$ cat src/rtl/ixp_pkg.sv
package ixp_pkg;
   localparam logic [7:0] IX_MODE    = 8'h1F;
   localparam logic [7:0] IX_PTR_LO  = 8'hF4;
   localparam logic [7:0] IX_PTR_HI  = 8'hF5;
   localparam logic [7:0] IX_PEEK    = 8'hF0;
   localparam logic [7:0] IX_STRM_RD = 8'hF2;
   localparam logic [7:0] IX_STRM_WR = 8'hF8;
   localparam int         WRAP_BIT   = 7;

   typedef struct packed {
      logic idx_wr;
      logic idx_rd;
      logic dat_wr;
      logic dat_rd;
   } ixp_ev_t;
endpackage

$ cat src/rtl/ixp_bus_decode.sv
module ixp_bus_decode
   import ixp_pkg::*;
(
   input  logic    cs_pol,
   input  logic    cs_in,
   input  logic    cmd,
   input  logic    rd_stb,
   input  logic    wr_stb,
   output ixp_ev_t ev
);
   logic sel;

   always_comb begin
      sel       = cs_pol ? cs_in : ~cs_in;
      ev.idx_wr = sel & ~cmd & wr_stb;
      ev.idx_rd = sel & ~cmd & rd_stb;
      ev.dat_wr = sel &  cmd & wr_stb;
      ev.dat_rd = sel &  cmd & rd_stb;
   end
endmodule

$ cat src/rtl/ixp_ptr_unit.sv
module ixp_ptr_unit #(
   parameter int          ADDR_W   = 14,
   parameter int unsigned TX_LAST  = 'h0BFF,
   parameter int unsigned RX_BASE  = 'h0C00,
   parameter bit          HAS_WRAP = 1'b1
) (
   input  logic              clk,
   input  logic              rst_n,
   input  logic              ld_lo,
   input  logic              ld_hi,
   input  logic [7:0]        ld_byte,
   input  logic              adv_rd,
   input  logic              adv_wr,
   input  logic              wide,
   input  logic              wrap_en,
   output logic [ADDR_W-1:0] ptr_q,
   output logic [ADDR_W-1:0] nxt_rd,
   output logic [ADDR_W-1:0] nxt_wr
);
   localparam int HI_W = ADDR_W - 8;
   localparam logic [ADDR_W:0]   TX_END_X  = (ADDR_W+1)'(TX_LAST);
   localparam logic [ADDR_W-1:0] TX_END    = ADDR_W'(TX_LAST);
   localparam logic [ADDR_W-1:0] RX_START  = ADDR_W'(RX_BASE);

   logic [ADDR_W:0] sum;

   always_comb begin
      sum = {1'b0, ptr_q} + (wide ? (ADDR_W+1)'(2) : (ADDR_W+1)'(1));
   end

   generate
      if (HAS_WRAP) begin : g_wrap
         always_comb begin
            if (wrap_en && (ptr_q <= TX_END) && (sum > TX_END_X))
               nxt_wr = '0;
            else
               nxt_wr = sum[ADDR_W-1:0];
            if (wrap_en && sum[ADDR_W])
               nxt_rd = RX_START;
            else
               nxt_rd = sum[ADDR_W-1:0];
         end
      end else begin : g_plain
         always_comb begin
            nxt_wr = sum[ADDR_W-1:0];
            nxt_rd = sum[ADDR_W-1:0];
         end
      end
   endgenerate

   always_ff @(posedge clk or negedge rst_n) begin
      if (!rst_n) begin
         ptr_q <= '0;
      end else if (ld_lo) begin
         ptr_q[7:0] <= ld_byte;
      end else if (ld_hi) begin
         ptr_q[ADDR_W-1:8] <= ld_byte[HI_W-1:0];
      end else if (adv_rd) begin
         ptr_q <= nxt_rd;
      end else if (adv_wr) begin
         ptr_q <= nxt_wr;
      end
   end
endmodule

$ cat src/rtl/ixp_prefetch.sv
module ixp_prefetch (
   input  logic        clk,
   input  logic        rst_n,
   input  logic        fetch,
   input  logic        clear,
   input  logic        wide,
   input  logic [15:0] mem_rdata,
   output logic [15:0] buf_out
);
   logic        pending_q;
   logic [15:0] buf_q;

   always_ff @(posedge clk or negedge rst_n) begin
      if (!rst_n) begin
         pending_q <= 1'b0;
         buf_q     <= '0;
      end else if (clear) begin
         pending_q <= 1'b0;
         buf_q     <= '0;
      end else begin
         pending_q <= fetch;
         if (pending_q)
            buf_q <= mem_rdata;
      end
   end

   always_comb begin
      buf_out = wide ? buf_q : {8'h00, buf_q[7:0]};
   end
endmodule

$ cat src/rtl/ixp_access_unit.sv
module ixp_access_unit
   import ixp_pkg::*;
#(
   parameter int          ADDR_W   = 14,
   parameter int unsigned TX_LAST  = 'h0BFF,
   parameter int unsigned RX_BASE  = 'h0C00,
   parameter bit          HAS_WRAP = 1'b1
) (
   input  logic              clk,
   input  logic              rst_n,
   input  logic              cs_pol,
   input  logic              cs_in,
   input  logic              cmd,
   input  logic              rd_stb,
   input  logic              wr_stb,
   input  logic              bus_wide,
   input  logic [15:0]       din,
   output logic [15:0]       dout,
   output logic [ADDR_W-1:0] mem_addr,
   output logic              mem_rd,
   output logic              mem_wr,
   output logic              mem_wide,
   output logic [15:0]       mem_wdata,
   input  logic [15:0]       mem_rdata
);
   localparam int HI_W = ADDR_W - 8;

   if (ADDR_W < 9 || ADDR_W > 16) begin : g_bad_addr_w
      $error("ixp_access_unit: ADDR_W must lie in 9..16");
   end
   if (RX_BASE != TX_LAST + 1) begin : g_bad_split
      $error("ixp_access_unit: RX_BASE must follow TX_LAST");
   end
   if (RX_BASE >= (1 << ADDR_W)) begin : g_bad_rx
      $error("ixp_access_unit: RX_BASE outside the SRAM");
   end

   ixp_ev_t           ev;
   logic [7:0]        idx_q;
   logic [7:0]        mode_q;
   logic [15:0]       host_dout;
   logic [15:0]       buf_out;
   logic [ADDR_W-1:0] ptr_q;
   logic [ADDR_W-1:0] nxt_rd;
   logic [ADDR_W-1:0] nxt_wr;
   logic              ev_peek, ev_read, ev_write;
   logic              ld_lo, ld_hi, rd_any, wrap_en;
   logic [7:0]        reg_val;
   logic              bus_wide_w;

   ixp_bus_decode u_dec (
      .cs_pol (cs_pol),
      .cs_in  (cs_in),
      .cmd    (cmd),
      .rd_stb (rd_stb),
      .wr_stb (wr_stb),
      .ev     (ev)
   );

   always_comb begin
      bus_wide_w = bus_wide;
      ev_peek    = ev.dat_rd && (idx_q == IX_PEEK);
      ev_read    = ev.dat_rd && (idx_q == IX_STRM_RD);
      ev_write   = ev.dat_wr && (idx_q == IX_STRM_WR);
      ld_lo      = ev.dat_wr && (idx_q == IX_PTR_LO);
      ld_hi      = ev.dat_wr && (idx_q == IX_PTR_HI);
      rd_any     = ev.dat_rd | ev.idx_rd;
      wrap_en    = mode_q[WRAP_BIT];
   end

   ixp_ptr_unit #(
      .ADDR_W   (ADDR_W),
      .TX_LAST  (TX_LAST),
      .RX_BASE  (RX_BASE),
      .HAS_WRAP (HAS_WRAP)
   ) u_ptr (
      .clk     (clk),
      .rst_n   (rst_n),
      .ld_lo   (ld_lo),
      .ld_hi   (ld_hi),
      .ld_byte (din[7:0]),
      .adv_rd  (ev_read),
      .adv_wr  (ev_write),
      .wide    (bus_wide_w),
      .wrap_en (wrap_en),
      .ptr_q   (ptr_q),
      .nxt_rd  (nxt_rd),
      .nxt_wr  (nxt_wr)
   );

   ixp_prefetch u_pf (
      .clk       (clk),
      .rst_n     (rst_n),
      .fetch     (mem_rd),
      .clear     (ld_lo | ld_hi),
      .wide      (bus_wide_w),
      .mem_rdata (mem_rdata),
      .buf_out   (buf_out)
   );

   always_comb begin
      mem_rd    = ev_peek | ev_read;
      mem_wr    = ev_write;
      mem_wide  = bus_wide_w;
      mem_addr  = ev_read ? nxt_rd : ptr_q;
      mem_wdata = bus_wide_w ? din : {8'h00, din[7:0]};
   end

   always_comb begin
      case (idx_q)
         IX_MODE:   reg_val = mode_q;
         IX_PTR_LO: reg_val = ptr_q[7:0];
         IX_PTR_HI: reg_val = {{(8-HI_W){1'b0}}, ptr_q[ADDR_W-1:8]};
         default:   reg_val = 8'h00;
      endcase
   end

   always_ff @(posedge clk or negedge rst_n) begin
      if (!rst_n) begin
         idx_q     <= 8'h00;
         mode_q    <= 8'h00;
         host_dout <= 16'h0000;
      end else begin
         if (ev.idx_wr)
            idx_q <= din[7:0];
         if (ev.dat_wr && idx_q == IX_MODE)
            mode_q <= din[7:0];
         if (ev.idx_rd)
            host_dout <= {8'h00, idx_q};
         else if (ev_peek || ev_read)
            host_dout <= buf_out;
         else if (ev.dat_rd)
            host_dout <= {8'h00, reg_val};
      end
   end

   assign dout = host_dout;
endmodule

$ cat config.mk
export PLATFORM = sky130hd
export DESIGN_NAME = ixp_access_unit
export DESIGN_NICKNAME = d
export VERILOG_FILES = /design/src/rtl/ixp_pkg.sv /design/src/rtl/ixp_bus_decode.sv /design/src/rtl/ixp_ptr_unit.sv /design/src/rtl/ixp_prefetch.sv /design/src/rtl/ixp_access_unit.sv
export SDC_FILE = /design/constraint.sdc
export NUM_CORES = 1
export LEC_CHECK = 0
export CORE_AREA = 3 3 98 100
export DETAILED_ROUTE_END_ITERATION = 12
export DIE_AREA = 0 0 101 103
export PLACE_DENSITY = 0.81
export SLEW_MARGIN = 20
export SYNTH_ARGS = -nofsm -noshare
export SYNTH_HDL_FRONTEND = slang
export SYNTH_HIERARCHICAL = 1
export SYNTH_SLANG_ARGS = --single-unit
export TNS_END_PERCENT = 20
$ cat constraint.sdc
create_clock -name clk -period 2.55 [get_ports clk]
set_input_delay 0.51 -clock clk [delete_from_list [all_inputs] [get_ports clk]]
set_output_delay 0.51 -clock clk [all_outputs]
set_load 0.02 [all_outputs]
==> impl.org <==
** Placed design
- Detailed placement ended at an HPWL of 9160 um.
- Number of input and output port buffers inserted :: 88
- Worst Setup Slack post-DPL :: -1060 ps
- In this run, placement finished with an instance count of 652.
- Routability-driven placement congestion ratio :: 0.945

** Global routing
- The number of antenna violations at the first check in global routing is 0.
- Wire length of the first global-routing pass :: 19900 um
- Total track usage :: 24.7%
- Total congestion overflow :: 0
- Via count of the first global-routing pass :: 3934
- Largest net degree at the start of global routing :: 40

** Finish
- Proportion of layout cells with a drive suffix above 1 :: 36.8%
- Share of the core filled with cells in the final layout :: 68.4%
- At the end of the flow, the number of nets in the layout was 608.
- Layout overhead on the synthesized area :: 47.2%
- After the flow finishes, the layout carries non-filler instances totaling 678.
- Final antenna diode count :: 0

** STA
- RSZ-0062 raised after global routing :: yes
- For this run, the top clock speed supported by timing is 349 MHz.
- Worst-case hold slack :: 161 ps
- Count of endpoints failing setup in the final report :: 19
- At the pin with the least slew margin, the transition time is 933 ps.
- The final max-slew violation count is 0.
- Of the available clock period, the critical path in the final layout requires 112%.
- Worst max-slew margin expressed relative to the limit :: 37.8%
- Time the worst path needs with I/O delays and setup :: 2860 ps
- Hold violation total from the final report :: 0
- Setup ws final :: -312 ps
- Clk_skew :: 16.3 ps

** Clocking
- Counting every sink on the clock net gives 63.
- Clock tree from TritonCTS :: yes
- The number of clock buffers added by TritonCTS is 9.
- CTS clock-pin slew for the worst setup and hold paths :: 90 ps
- The cell sitting at the root of the clock tree is a sky130_fd_sc_hd__clkbuf_8.
- Skew-Pair Late Insertion Delay :: 350 ps
- No sink is reached through more buffers than the 2 on the longest clock path.
- Maximum level of the CTS H-tree :: 3
- Post-CTS Hold Fix Bufs :: 0

** Drt
- Number of nets with antenna violations after routing :: 0
- The first detailed-routing pass ran for 7 iterations.
- Via total after detailed routing :: 3923
- After detailed routing, the number of remaining DRC violations is 0.
- Count of routing violations after the opening detailed-route iteration :: 350
- Using the TritonRoute via totals, the vias-per-cell ratio works out to 5.79.
- After detailed routing, the average wire length per cell comes to 19.0 um.
- After detailed routing, the total wire length is 12900 um.

** Worst setup path
- The critical path goes through buf_6 -> fa_2 -> buf_6 -> nand4_1 -> xor2_1 -> inv_1 -> mux2_4 -> buf_6.
- Crit path arrival time :: 2350 ps
- The worst setup path is captured at an output port.
- Along the worst path, the maximum fanout reaches 4.
- On the critical path, the stage with the largest delay is an instance of sky130_fd_sc_hd__fa_2.
- Data on the critical path is required at its endpoint by 2040 ps.
- The largest single stage delay on the critical path is 460 ps.
- The most numerous cell type found on the critical path is sky130_fd_sc_hd__buf_6.
- Kind of critical path :: reg -> out
- Sort of element at the start of the critical path :: register

** Synth
- Syn. warnings :: 6
- The number of nets handed over by synthesis was 456.
- Syn avg cell area :: 9.87 um2
- Syn Std Cell Area :: 4080 um2
- Number of instances in the synthesized netlist :: 413

** Die
- Row count :: 34
- Die Width :: 101 um
- Die area :: 10400 um2
- For this design the top-level I/O count stands at 89.
- Initial core utilization :: 46.5%
- Area of the core region :: 8760 um2
- In this run the vertical extent of the chip is 103 um.

** Pwr
- Pwr Total :: 3.02 mW
- IR analysis of the VDD net gives a maximum drop of 0.000329 V.
- For this design the ratio of total power to cell area is 503 nW/um2.
- LEAKAGE :: 2.84 nW

** Run status
- Violated checks :: setup timing
- Result of the run :: finished with violations

** Run
- Max-cap check violation count :: 0

** Worst hold path
- Classification of the worst-slack hold path :: in -> async
-- cell type report --
| type | instances | area (um2) |
|---|---|---|
| Fill cell | 653 | 2770 |
| Tap cell | 108 | 135 |
| Clock inverter | 7 | 104 |
| Sequential cell | 63 | 1580 |
| Timing Repair Buffer | 183 | 1630 |
| Inverter | 6 | 22.5 |
| Clock buffer | 9 | 124 |
| Multi-Input combinational cell | 302 | 2410 |
-- timing repair --
action | 4_1_cts | 5_1_grt
gates cloned | 2 | 0
gates resized for setup | 115 | 31
setup buffers | 5 | 3
setup endpoints to repair | 30 | 26
pin swaps | 18 | 9
-- power breakdown --
group          internal, mW  total [mW]  switching (mW)
clock network         0.562       0.997           0.434
logic                 0.454       0.864           0.410
registers              1.09        1.16          0.0721
total                  2.10        3.02           0.917
-- flip-flops by register name (all words and copies together) (netlist names) --
register	count
mode_q	8
u_pf/buf_q	16
u_pf/pending_q	1
idx_q	8
u_ptr/ptr_q	14
dout	16
-- metrics by stage --
step / setup TNS, ps / instance area [um2]
global placement: -24000 / 5470
floorplan: 0 / 4080
CTS: -2580 / 5850
finish: -3810 / 6000
global route: -4690 / 6000
detailed placement: -24730 / 5470
-- routing by layer --
metal  wire (um)  part of all wire, %  GRT usage (%)
met1        5240                   41           32.6
met2        6310                   49           41.3
met3        1120                  8.7           4.47
met4         202                  1.6           8.18
met5           0                    0              0
-- path summary, 6_finish.rpt --
check | cells after the start | from | slack, ps | end
setup reg to reg | 9 | u_ptr/ptr_q[1] | -80 | u_ptr/ptr_q[2]
min in group clk | 2 | dout[1] | 510 | dout[1]
max in group asynchronous | 2 | rst_n | 1760 | u_ptr/ptr_q[4]
hold / removal | 1 | rst_n | 160 | dout[13]
setup / recovery | 8 | u_ptr/ptr_q[1] | -310 | mem_addr[8]
hold reg to reg | 2 | dout[1] | 510 | dout[1]
-- placed cells by master, fill, tap and decap left out, types with 4 or more instances in the layout --
master                             n
sky130_fd_sc_hd__clkbuf_8          9
sky130_fd_sc_hd__mux2_2           21
sky130_fd_sc_hd__nor2_2            4
sky130_fd_sc_hd__o21ai_0           7
sky130_fd_sc_hd__a22oi_1           7
sky130_fd_sc_hd__inv_1             5
sky130_fd_sc_hd__xor2_1            7
sky130_fd_sc_hd__dfrtp_1          63
sky130_fd_sc_hd__buf_4            86
sky130_fd_sc_hd__nand2_1          20
sky130_fd_sc_hd__nor2_1           42
sky130_fd_sc_hd__buf_6            20
sky130_fd_sc_hd__nand3b_1         10
sky130_fd_sc_hd__nor2b_1          15
sky130_fd_sc_hd__nand3_1           4
sky130_fd_sc_hd__a221oi_1          8
sky130_fd_sc_hd__nand2b_1          4
sky130_fd_sc_hd__buf_2             5
sky130_fd_sc_hd__a31o_2            8
sky130_fd_sc_hd__mux2i_1          16
sky130_fd_sc_hd__nand4_1           5
sky130_fd_sc_hd__o211ai_1          6
sky130_fd_sc_hd__a21oi_1          21
sky130_fd_sc_hd__and2_1           22
sky130_fd_sc_hd__mux2_4           13
sky130_fd_sc_hd__clkdlybuf4s50_1  66
-- critical path, delay by kind of cell (launching register included) --
family                     cells  cell delay [ps]
xor gates and xnor gates       1              230
adders and majority gates      1              460
buffers and inverters          4              490
DFF                            1              440
muxes                          1              270
and+or+nand+nor                1              100
(Power assumes the default switching activity.)
